===== src/rtl/abs_cmd_ctrl.sv =====
module abs_cmd_ctrl #(
  parameter int WORD_W     = 32,
  parameter int DATA_WORDS = 2,
  parameter int PROG_WORDS = 4,
  parameter int CNT_W      = 8,
  localparam int MAXW  = (DATA_WORDS > PROG_WORDS) ? DATA_WORDS : PROG_WORDS,
  localparam int IDX_W = (MAXW > 1) ? $clog2(MAXW) : 1
) (
  input  logic                  clk,
  input  logic                  rst_n,
  input  logic [CNT_W-1:0]      idle_cfg,
  input  logic                  hart_halted,
  input  logic                  hart_done,
  input  logic                  hart_exc,
  input  logic                  rti_tick,
  input  logic                  cmd_wr,
  input  logic [WORD_W-1:0]     cmd_wdata,
  input  logic                  stat_wr,
  input  logic [2:0]            stat_clr,
  input  logic                  auto_wr,
  input  logic [DATA_WORDS-1:0] auto_data_mask,
  input  logic [PROG_WORDS-1:0] auto_prog_mask,
  input  logic                  acc_req,
  input  logic                  acc_prog,
  input  logic                  acc_we,
  input  logic [IDX_W-1:0]      acc_idx,
  input  logic [WORD_W-1:0]     acc_wdata,
  output logic [WORD_W-1:0]     acc_rdata,
  output logic                  busy,
  output logic [2:0]            cmd_err,
  output logic                  launch,
  output logic [WORD_W-1:0]     cmd_out
);

  localparam logic [2:0] E_NONE = 3'd0;
  localparam logic [2:0] E_BUSY = 3'd1;
  localparam logic [2:0] E_NSUP = 3'd2;
  localparam logic [2:0] E_EXC  = 3'd3;
  localparam logic [2:0] E_HALT = 3'd4;

  logic                  busy_q, done_q, launch_q;
  logic [2:0]            err_q, err_n;
  logic [CNT_W-1:0]      cnt_q;
  logic [WORD_W-1:0]     cmd_q;
  logic [DATA_WORDS-1:0] dmask_q;
  logic [PROG_WORDS-1:0] pmask_q;
  logic [WORD_W-1:0]     data_q [DATA_WORDS];
  logic [WORD_W-1:0]     prog_q [PROG_WORDS];

  logic op_cmd, op_stat, op_auto, op_acc;
  assign op_cmd  = cmd_wr;
  assign op_stat = !cmd_wr && stat_wr;
  assign op_auto = !cmd_wr && !stat_wr && auto_wr;
  assign op_acc  = !cmd_wr && !stat_wr && !auto_wr && acc_req;

  logic [DATA_WORDS-1:0] dsel;
  logic [PROG_WORDS-1:0] psel;
  logic data_hit, prog_hit;

  for (genvar i = 0; i < DATA_WORDS; i++) begin : g_dsel
    assign dsel[i] = op_acc && !acc_prog && (int'(acc_idx) == i);
  end
  for (genvar i = 0; i < PROG_WORDS; i++) begin : g_psel
    assign psel[i] = op_acc && acc_prog && (int'(acc_idx) == i);
  end

  assign data_hit = |dsel;
  assign prog_hit = |psel;

  logic auto_fire, run_req, go;
  logic [WORD_W-1:0] run_word;

  assign auto_fire = !busy_q && (|(dsel & dmask_q) || |(psel & pmask_q));
  assign run_req   = op_cmd || auto_fire;
  assign run_word  = op_cmd ? cmd_wdata : cmd_q;

  always_comb begin
    err_n = err_q;
    go    = 1'b0;
    if (run_req && err_q == E_NONE) begin
      if (busy_q)
        err_n = E_BUSY;
      else if (run_word[WORD_W-1 -: 8] != 8'd0)
        err_n = E_NSUP;
      else if (!hart_halted)
        err_n = E_HALT;
      else
        go = 1'b1;
    end
    if (op_stat)
      err_n = err_q & ~stat_clr;
    if (data_hit && busy_q && err_q == E_NONE)
      err_n = E_BUSY;
    if (hart_exc && err_n == E_NONE)
      err_n = E_EXC;
  end

  logic [CNT_W-1:0] cnt_dec;
  logic             done_seen;
  assign cnt_dec   = (cnt_q != '0) ? cnt_q - 1'b1 : cnt_q;
  assign done_seen = done_q || hart_done;

  always_ff @(posedge clk) begin
    if (!rst_n) begin
      busy_q   <= 1'b0;
      done_q   <= 1'b0;
      cnt_q    <= '0;
      err_q    <= E_NONE;
      launch_q <= 1'b0;
      cmd_q    <= '0;
      dmask_q  <= '0;
      pmask_q  <= '0;
    end else begin
      err_q    <= err_n;
      launch_q <= go;
      if (op_cmd)
        cmd_q <= cmd_wdata;
      if (op_auto) begin
        dmask_q <= auto_data_mask;
        pmask_q <= auto_prog_mask;
      end
      if (go) begin
        busy_q <= 1'b1;
        done_q <= 1'b0;
        cnt_q  <= idle_cfg;
      end else begin
        if (busy_q && hart_done)
          done_q <= 1'b1;
        if (rti_tick) begin
          cnt_q <= cnt_dec;
          if (busy_q && done_seen && cnt_dec == '0)
            busy_q <= 1'b0;
        end
      end
    end
  end

  for (genvar i = 0; i < DATA_WORDS; i++) begin : g_data
    always_ff @(posedge clk) begin
      if (!rst_n)
        data_q[i] <= '0;
      else if (dsel[i] && acc_we && !busy_q)
        data_q[i] <= acc_wdata;
    end
  end

  for (genvar i = 0; i < PROG_WORDS; i++) begin : g_prog
    always_ff @(posedge clk) begin
      if (!rst_n)
        prog_q[i] <= '0;
      else if (psel[i] && acc_we && !busy_q)
        prog_q[i] <= acc_wdata;
    end
  end

  always_comb begin
    acc_rdata = '0;
    for (int i = 0; i < DATA_WORDS; i++)
      if (dsel[i]) acc_rdata = data_q[i];
    for (int i = 0; i < PROG_WORDS; i++)
      if (psel[i]) acc_rdata = prog_q[i];
    if (busy_q && (data_hit || prog_hit))
      acc_rdata = '1;
  end

  assign busy    = busy_q;
  assign cmd_err = err_q;
  assign launch  = launch_q;
  assign cmd_out = cmd_q;

  a_r2_launch_busy: assert property (@(posedge clk) disable iff (!rst_n)
    launch_q |-> busy_q);

  a_r3_no_launch_on_err: assert property (@(posedge clk) disable iff (!rst_n)
    (err_q != E_NONE) |=> !launch_q);

  a_r6_release_on_tick: assert property (@(posedge clk) disable iff (!rst_n)
    $fell(busy_q) |-> $past(rti_tick));

  a_r6_hold_without_tick: assert property (@(posedge clk) disable iff (!rst_n)
    (busy_q && !rti_tick) |=> busy_q);

  a_r8_busy_access_err: assert property (@(posedge clk) disable iff (!rst_n)
    (data_hit && busy_q && err_q == E_NONE) |=> (err_q == E_BUSY));

  a_r10_sticky_err: assert property (@(posedge clk) disable iff (!rst_n)
    (err_q != E_NONE && !op_stat) |=> (err_q == $past(err_q)));

endmodule


===== config.mk =====
export PLATFORM = sky130hd
export DESIGN_NAME = abs_cmd_ctrl
export DESIGN_NICKNAME = d
export VERILOG_FILES = /design/src/rtl/abs_cmd_ctrl.sv
export SDC_FILE = /design/constraint.sdc
export NUM_CORES = 1
export LEC_CHECK = 0
export ABC_CLOCK_PERIOD_IN_PS = 10500
export BUFFER_PORTS_ARGS = -buffer_cell sky130_fd_sc_hd__buf_2
export CORE_ASPECT_RATIO = 1.25
export CORE_MARGIN = 1
export CORE_UTILIZATION = 55
export CTS_CLUSTER_DIAMETER = 40
export DETAILED_ROUTE_END_ITERATION = 8
export GPL_ROUTABILITY_DRIVEN = 0
export PLACE_DENSITY = 0.81
export SYNTH_ARGS = -nofsm -noshare
export SYNTH_HDL_FRONTEND = slang
export SYNTH_SLANG_ARGS = --single-unit

===== constraint.sdc =====
create_clock -name clk -period 10.5 [get_ports clk]
set_input_delay 0.525 -clock clk [delete_from_list [all_inputs] [get_ports clk]]
set_output_delay 0.525 -clock clk [all_outputs]
set_load 0.01 [all_outputs]

==> run metrics, run 1 <==
slew at the pin closest to its max-slew limit 1.18 ns; Max Cap Viol 0; pin count of the biggest net entering global routing 63; Static Leak between 5 and 6 nW; area delta synth->final 17.3%; Fillers 1489; Synthesized Nets 1018; Critical Path AT 3.29 ns; initial antenna violation count 3; RSZ-0062 raised after global routing no; Total Wirelength 25.7 mm; run status finished clean; proportion of layout cells with a drive suffix above 1 0.226; # IOs 164; VDD IR max 0.166 mV; Seq/Total Area, Yosys 0.608; Max Freq 262 MHz; Root Buffer clkbuf_16; CP Capture Type output pin; TritonRoute pass-1 iters 5; clock skew between 0.01 and 0.015 ns; first-pass GRT wire length 38.8 mm; Synth Flop Type edfxtp_1; CTS Buffer Depth 3; Die X 130 um; Async SR Flop Fraction 0; Vias per Instance 5.74; multi-input gate area in the final layout 4120 sq um; yosys warns 0; Hold Vio Cnt, Final 0; DP HPWL roughly 16 mm; vias 7748; Initial DRC Count 566; Initial Utilization 0.559; Die Y-Extent between 150 and 200 um; Layout Nets 1154; Hold WC Path Type input pin to flip-flop; Startpoint Class input pin; Resize count post-CTS 0; Num CTS Buffers 29; # hold bufs at CTS 0; Distinct cells, synth 65; H-tree lvl count 1; WP data required ~10 ns; clock sink count 244; Register Area 6810 sq um; CTS tree done; Post-CTS Setup Bufs 0; commonest non-fill, non-tap cells in the layout 194 x and2_1, 192 x edfxtp_1, 162 x buf_2; Core Area between 20000 and 25000 sq um; antenna-violating nets left 0; Clock Pin Slew Worst Setup and Hold Paths ~0.060 ns; PortBufs 163; total negative setup slack 0 ns; WL per Instance 19.0 um; cell count after synthesis 921; crit-path max FO 43; most common cell after layout, fill and taps aside and2_1; gr ovfl total 0; post-route clock period utilization 0.363; P per Cell Area 181 nW/um^2; Max-slew headroom 0.211; num rows 58; Final min period between 3 and 4 ns; Slew Limit Fails 0; die area 20900 sq um; synthesized area per cell around 12 sq um; vias in the first global route 7513; Post-Syn Area around 11000 sq um; crit path kind input pin to output pin; GRT Overall Usage 0.242; EDFF count, synth 192; Residual DRC 0; Seq cells post-synth 244; WHS around 0.23 ns; Final Setup Violations 0; clk_lat worst skew 0.53 ns
==> final cells by class <==
type,count,share of cell area
Clock inverter,18,0.0151
Antenna cell,2,0.000381
Timing Repair Buffer,173,0.0680
Inverter,5,0.00143
Tap cell,270,0.0257
Multi-Input combinational cell,604,0.314
Clock buffer,35,0.0570
Sequential cell,244,0.518
==> final timing paths <==
| check | end | slack, ns | depth (start not counted) | from |
|---|---|---|---|---|
| setup / recovery | acc_rdata[19] | 6.68 | 7 | cmd_wr |
| hold / removal | cmd_out[2]$_SDFFE_PN0P_ | 0.23 | 3 | cmd_wdata[2] |
| setup reg to reg | data_q[0][20]$_SDFFCE_PN0P_ | 7.64 | 5 | busy$_SDFFE_PN0P_ |
| hold reg to reg | cmd_out[2]$_SDFFE_PN0P_ | 0.49 | 2 | cmd_out[2]$_SDFFE_PN0P_ |
==> routing by layer <==
metal / vias up / share of wire / GRT usage / wire, um
met1: 3723 / 0.38 / 0.281 / 9790
met5: - / 0.0010 / 0 / 26
li1: 3659 / - / - / -
met2: 296 / 0.51 / 0.435 / 13200
met4: 4 / 0.029 / 0.0973 / 754
met3: 66 / 0.074 / 0.0454 / 1890
==> flip-flops by register name, indices dropped and copies added, names as in the netlist <==
signal	count
dmask_q	2
cmd_out	32
cmd_err	3
data_q	64
pmask_q	4
done_q	1
cnt_q	8
prog_q	128
launch	1
busy	1
==> kinds of logic after synthesis <==
kind of cell | count (synthesis) | synth area share
AOI/OAI and AO/OA | 153 | 0.101
DFF | 244 | 0.608
buffers and inverters | 73 | 0.0316
xor gates and xnor gates | 1 | 0.000782
muxes | 75 | 0.0674
adders and majority gates | 2 | 0.00223
and+or+nand+nor | 373 | 0.189
==> per-stage QoR <==
step,instances,worst slack (ns),util,power (mW),area [sq um]
detailed placement,1296,6.65,0.608,1.41,12200
global route,1349,6.54,0.655,2.46,13100
global placement,1296,6.74,0.608,1.41,12200
floorplan,921,6.05,-,1.33,11200
CTS,1349,6.71,0.655,2.39,13100
finish,1351,6.68,0.656,2.37,13100
==> synthesized netlist by cell type, types with 5 or more instances <==
master,instances,share of area
o211ai_1,10,0.0067
nor3_1,11,0.0049
a21oi_1,20,0.0089
mux2i_1,72,0.064
a22o_1,11,0.0086
a221oi_1,25,0.020
nor2b_1,7,0.0039
a31oi_1,5,0.0028
a22oi_1,20,0.013
nor2_1,63,0.021
a211oi_1,7,0.0047
o31ai_1,6,0.0040
buf_2,16,0.0072
o21ai_0,23,0.010
dfxtp_1,52,0.093
edfxtp_1,192,0.51
and2_1,196,0.11
clkbuf_2,9,0.0040
or3_1,8,0.0045
nand2_1,41,0.014
nand3_1,15,0.0067
buf_4,5,0.0034
clkbuf_1,32,0.011
nor4_1,5,0.0028
==> power by group <==
group / internal [mW] / total, mW / switching [mW]
clock network: 0.587 / 0.977 / 0.389
registers: 1.08 / 1.12 / 0.0332
logic: 0.121 / 0.282 / 0.161
==> critical path, cell delays in order <==
cell and delay, ns:
buf_2 0.45, nor4b_4 0.49, nand3_1 0.86, nand3_1 0.59, nor2_1 0.09, a21oi_1 0.13, buf_2 0.15
No activity file was read; power rests on OpenSTA's default activity.
==> inputs of run 2 (changes only) <==
Settings changed: ABC_AREA set to 1, ABC_CLOCK_PERIOD_IN_PS 10500 to 3800, PLACE_DENSITY 0.81 to 0.82.
Clock period 10.5 ns to 3.8 ns, I/O delays scaled along.
==> run 2 against run 1 <==
Effect of this change:
- combinational power rose to 2.8 times the previous value
- power rose to 2.8 times the previous value
- core utilization up 3.6 points
- routed wire length up 10%
- critical path type unchanged
- final cell count up 15%
- critical path depth up 5
- clock skew down 0.0016 ns
- worst setup slack worse by 5.7 ns
- largest power group unchanged
- non-clock buffer count up 56
- clock-buffer cell count down 6
==> run metrics, run 2 <==
Final min period 2.85 ns; Post-Syn Area 10500 sq um; vias in the first global route roughly 8900; WL per Instance 18.2 um; gr ovfl total 0; VDD IR max between 0.4 and 0.5 mV; Synth top area share 0.548; Largest register FFs 128; # IOs 164; Layout Nets 1394; Placed Area 11600 sq um; Max-slew headroom 0.374; Resize count post-CTS 0; worst r2r src busy$_SDFFE_PN0P_; top post-synthesis cells by area edfxtp_1 55%, nor2_1 11%, dfxtp_1 9.9%; vias a little under 9000; final core utilization 0.691; H-tree lvl count 1; HP Start stat_clr[2]; yosys warns 0; RSZ-0062 raised after global routing no; DP Worst Slack 0.966 ns; worst r2r path cells 6; Seq/Total Area, Yosys 0.647; Max Freq 351 MHz; Layout Cells excl Fill around 1500; WP data required 3.61 ns; Die Y-Extent 157 um; Core Area 18800 sq um; Num CTS Buffers 27; initial antenna violation count 2; total negative setup slack 0 ns; fin worst setup slack roughly 0.95 ns; Final Setup Violations 0; DP HPWL 17.0 mm; P per Cell Area 510 nW/um^2; Hold WC Path Type input pin to flip-flop; Reg-to-Reg End data_q[1][19]$_SDFFCE_PN0P_; R2R setup slack 1.36 ns; PortBufs 163; Vias per Instance about 5.7; Die X 126 um; crit-path max FO 38; Max Cap Viol 0; GRT Overall Usage 0.290; first-pass GRT wire length 44.3 mm; Critical Path AT 2.66 ns; Residual DRC 0; leading post-synthesis cells by instance count 316 x nor2_1, 199 x nand2_1, 192 x edfxtp_1; Post-Place Cells ~1500; synthesized area per cell 9.60 sq um; Async SR Flop Fraction 0; post-route cell area 13000 sq um; Post-CTS Setup Bufs 0; Slew Limit Fails 0; proportion of layout cells with a drive suffix above 1 0.192; commonest non-fill, non-tap cells in the layout 315 x nor2_1, 199 x nand2_1, 192 x edfxtp_1; num rows 56; clock sink count 244; slew at the pin closest to its max-slew limit 0.936 ns; Clock Pin Slew Worst Setup and Hold Paths 0.06 ns; leading cell type by number of instances after synthesis nor2_1; Seq cells post-synth 244; EDFF count, synth 192; clk_lat worst skew 0.53 ns; Most flops, register prog_q; # hold bufs at CTS 38; Startpoint Class input pin; Synth Flop Type edfxtp_1; Root Buffer clkbuf_16; die area 19700 sq um; Static Leak 5.86 nW; CTS tree done; Distinct cells, synth 34; Initial DRC Count 960; pin count of the biggest net entering global routing 45; antenna-violating nets left 0; Total Wirelength roughly 28 mm; Worst Hold End cmd_err[2]$_SDFF_PP0_; most common cell after layout, fill and taps aside nor2_1; run status finished clean; CP Capture Type output pin; post-route clock period utilization 0.749; TritonRoute pass-1 iters 5; CTS Buffer Depth 3; cell count after synthesis 1096; Initial Utilization 0.560; post-synth top area cell edfxtp_1; clock skew 0.00918 ns; area delta synth->final 23.4%; Synthesized Nets roughly 1200; Hold Vio Cnt, Final 0; crit path kind input pin to output pin; Hold Path Cell Cnt 4
==> run 2: cell types whose count changed after synthesis, sizes merged, moves of 21 or more <==
| cell | change |
|---|---|
| inv | +65 |
| nor2 | +255 |
| nand2 | +161 |
| and2 | -196 |
| nand3 | +69 |
| mux2i | -72 |
| o21ai | +21 |
==> run 2: how the worst max path moves through the flow <==
| stage | startpoint | endpoint | slack, ns | cells after the start |
|---|---|---|---|---|
| final | cmd_wr | acc_rdata[13] | 0.95 | 12 |
| after global routing | cmd_wr | acc_rdata[31] | 0.74 | 12 |
| after CTS | cmd_wr | acc_rdata[31] | 0.97 | 12 |
| after detailed placement | cmd_wr | prog_q[1][12]$_SDFFCE_PN0P_ | 0.97 | 10 |
| after global placement | cmd_wr | acc_rdata[31] | 1.10 | 12 |
| after floorplan | busy$_SDFFE_PN0P_ | data_q[1][0]$_SDFFCE_PN0P_ | 0.36 | 4 |
==> run 2: metal layers <==
metal / vias to the layer above / routed length, um / track usage
li1: 4064 / - / -
met1: 4133 / 10100 / 0.337
met2: 487 / 14500 / 0.519
met3: 92 / 2580 / 0.0451
met4: 0 / 1100 / 0.153
met5: - / 0 / 0
==> run 2: final cells by class <==
cell class | instances | area, sq um
clock inverters | 18 | 272
repair buffers | 229 | 1430
inverters | 73 | 274
multi-input cells | 722 | 3220
diodes | 2 | 5.00
flip-flops and latches | 244 | 6810
fillers | 1313 | 5790
well taps | 232 | 290
clock buffers | 29 | 683
==> run 2: metrics by stage <==
step,power [mW],hold slack (ns)
after detailed placement,3.83,0.418
after global routing,6.86,0.0343
after global placement,3.80,0.414
final,6.63,0.0138
after CTS,6.62,0.00679
after floorplan,3.60,0.325
==> run 2: kinds of logic after synthesis <==
kind of cell,Yosys count,synth area share
flops,244,0.647
simple gates,627,0.244
compound gates,92,0.0554
fa+ha+maj,2,0.00238
buf+inv,130,0.0503
xor+xnor,1,0.000832
==> run 2: power breakdown <==
| part | leakage [nW] | total (mW) | internal, mW | switching (mW) |
|---|---|---|---|---|
| combinational | 2.91 | 0.789 | 0.276 | 0.513 |
| clock | 0.458 | 2.80 | 1.72 | 1.07 |
| sequential | 2.49 | 3.04 | 2.99 | 0.0586 |
==> run 2: worst max-delay path, stage by stage <==
cell     delay (ns)
buf_2          0.30
inv_2          0.16
nand2_4        0.08
nor2_8         0.13
nand2_1        0.24
nor3_4         0.79
buf_4          0.33
nand2_1        0.07
nand4_1        0.09
a21oi_1        0.05
nand3_1        0.07
buf_2          0.13
==> inputs of run 3 (changes only) <==
Settings changed: ABC_AREA 1 to 0, ABC_CLOCK_PERIOD_IN_PS 3800 to 2900, PLACE_DENSITY 0.82 to 0.81.
Clock period 3.8 ns to 2.9 ns, I/O delays scaled along.
==> run 3 against run 2 <==
Effect of this change:
- worst setup slack got worse by 0.44 ns
- design area rose by 8.6%
- core utilization rose by 1.3 points
==> run metrics, run 3 (same netlist as run 1, synthesis figures left out) <==
run status finished clean; first-pass GRT wire length 42.8 mm; P per Cell Area 612 nW/um^2; Most flops, register prog_q; vias 8341; Initial DRC Count 628; # hold bufs at CTS 78; area delta synth->final 25.9%; total negative setup slack 0 ns; Hold WC Path Type input pin to flip-flop; Largest register FFs between 100 and 150; H-tree lvl count 1; Num CTS Buffers 29; vias in the first global route 8355; # IOs approximately 160; clock sink count 244; Hold Vio Cnt, Final 0; Max Freq 420 MHz; Max-slew headroom 0.579; Initial Utilization 0.559; commonest non-fill, non-tap cells in the layout 194 x and2_1, 192 x edfxtp_1, 162 x buf_2; Core Area 20000 sq um; Slew Limit Fails 0; Residual DRC 0; worst r2r path cells 6; num rows 58; slew at the pin closest to its max-slew limit 0.629 ns; TritonRoute pass-1 iters 7; Final min period between 2 and 2.5 ns; clk_lat worst skew 0.53 ns; DP HPWL 17.1 mm; crit path kind input pin to output pin; VDD IR max 0.475 mV; Critical Path AT approximately 2.2 ns; CTS tree done; Max Cap Viol 0; Die Y-Extent 162 um; antenna-violating nets left 0; Startpoint Class input pin; proportion of layout cells with a drive suffix above 1 0.231; CTS Buffer Depth 3; Layout Nets approximately 1300; crit-path max FO 18; WL per Instance 19.5 um; pin count of the biggest net entering global routing 51; RSZ-0062 raised after global routing no; Vias per Instance 5.73; Clock Pin Slew Worst Setup and Hold Paths 0.06 ns; PortBufs 163; CP Capture Type output pin; Post-CTS Setup Bufs 0; WP data required about 2.8 ns; Die X 130 um; post-route clock period utilization 0.822; Total Wirelength 28.4 mm; most common cell after layout, fill and taps aside and2_1; DP Worst Slack 0.595 ns; clock skew approximately 0.013 ns; gr ovfl total 0; fin worst setup slack slightly above 0.5 ns; die area about 21000 sq um; Static Leak 5.86 nW; initial antenna violation count 1; GRT Overall Usage 0.268; Hold Path Cell Cnt 3; Final Setup Violations 0; Fillers roughly 1300; Resize count post-CTS 0; Root Buffer clkbuf_16
## run 3: metrics by stage
step	util	area (sq um)	power, mW	hold WS [ns]	cells
after floorplan	-	11200	4.81	0.292	921
after global placement	0.619	12400	5.10	0.382	1324
after detailed placement	0.619	12400	5.14	0.394	1324
after CTS	0.704	14100	8.63	0.00456	1454
after global routing	0.704	14100	8.92	0.0425	1455
final	0.704	14100	8.64	0.00873	1455
## run 3: per-layer routing
layer	global-route usage	share of wire
met1	0.309	0.37
met2	0.478	0.52
met3	0.0467	0.078
met4	0.123	0.033
met5	0	0
## run 3: worst paths after layout
path	endpoint	startpoint	slack [ns]
worst max-delay path	acc_rdata[19]	stat_wr	0.52
worst min-delay path	cnt_q[3]$_SDFFE_PN0P_	idle_cfg[3]	0.009
worst max register to register	prog_q[1][20]$_SDFFCE_PN0P_	busy$_SDFFE_PN0P_	0.80
worst min register to register	cmd_out[17]$_SDFFE_PN0P_	cmd_out[17]$_SDFFE_PN0P_	0.49
## run 3: layout make-up
type | count | area [sq um] | share of cell area
inverters | 5 | 18.8 | 0.00133
diodes | 1 | 2.50 | 0.000177
repair buffers | 279 | 1900 | 0.135
clock inverters | 18 | 173 | 0.0122
flip-flops and latches | 244 | 6810 | 0.483
clock buffers | 34 | 744 | 0.0528
multi-input cells | 604 | 4120 | 0.292
well taps | 270 | 338 | 0.0240
## run 3: where the power goes
group / switching, mW / internal [mW] / leakage [nW] / total, mW
combinational: 0.634 / 0.515 / 2.93 / 1.15
clock: 1.41 / 2.03 / 0.442 / 3.44
sequential: 0.124 / 3.92 / 2.49 / 4.04
## run 3: worst max-delay path, stage by stage
cell and delay [ns]:
buf_2 0.17, nor4b_4 0.45, and2_2 0.48, buf_4 0.34
a221oi_1 0.14, a21o_1 0.19, a21oi_1 0.14, buf_2 0.16
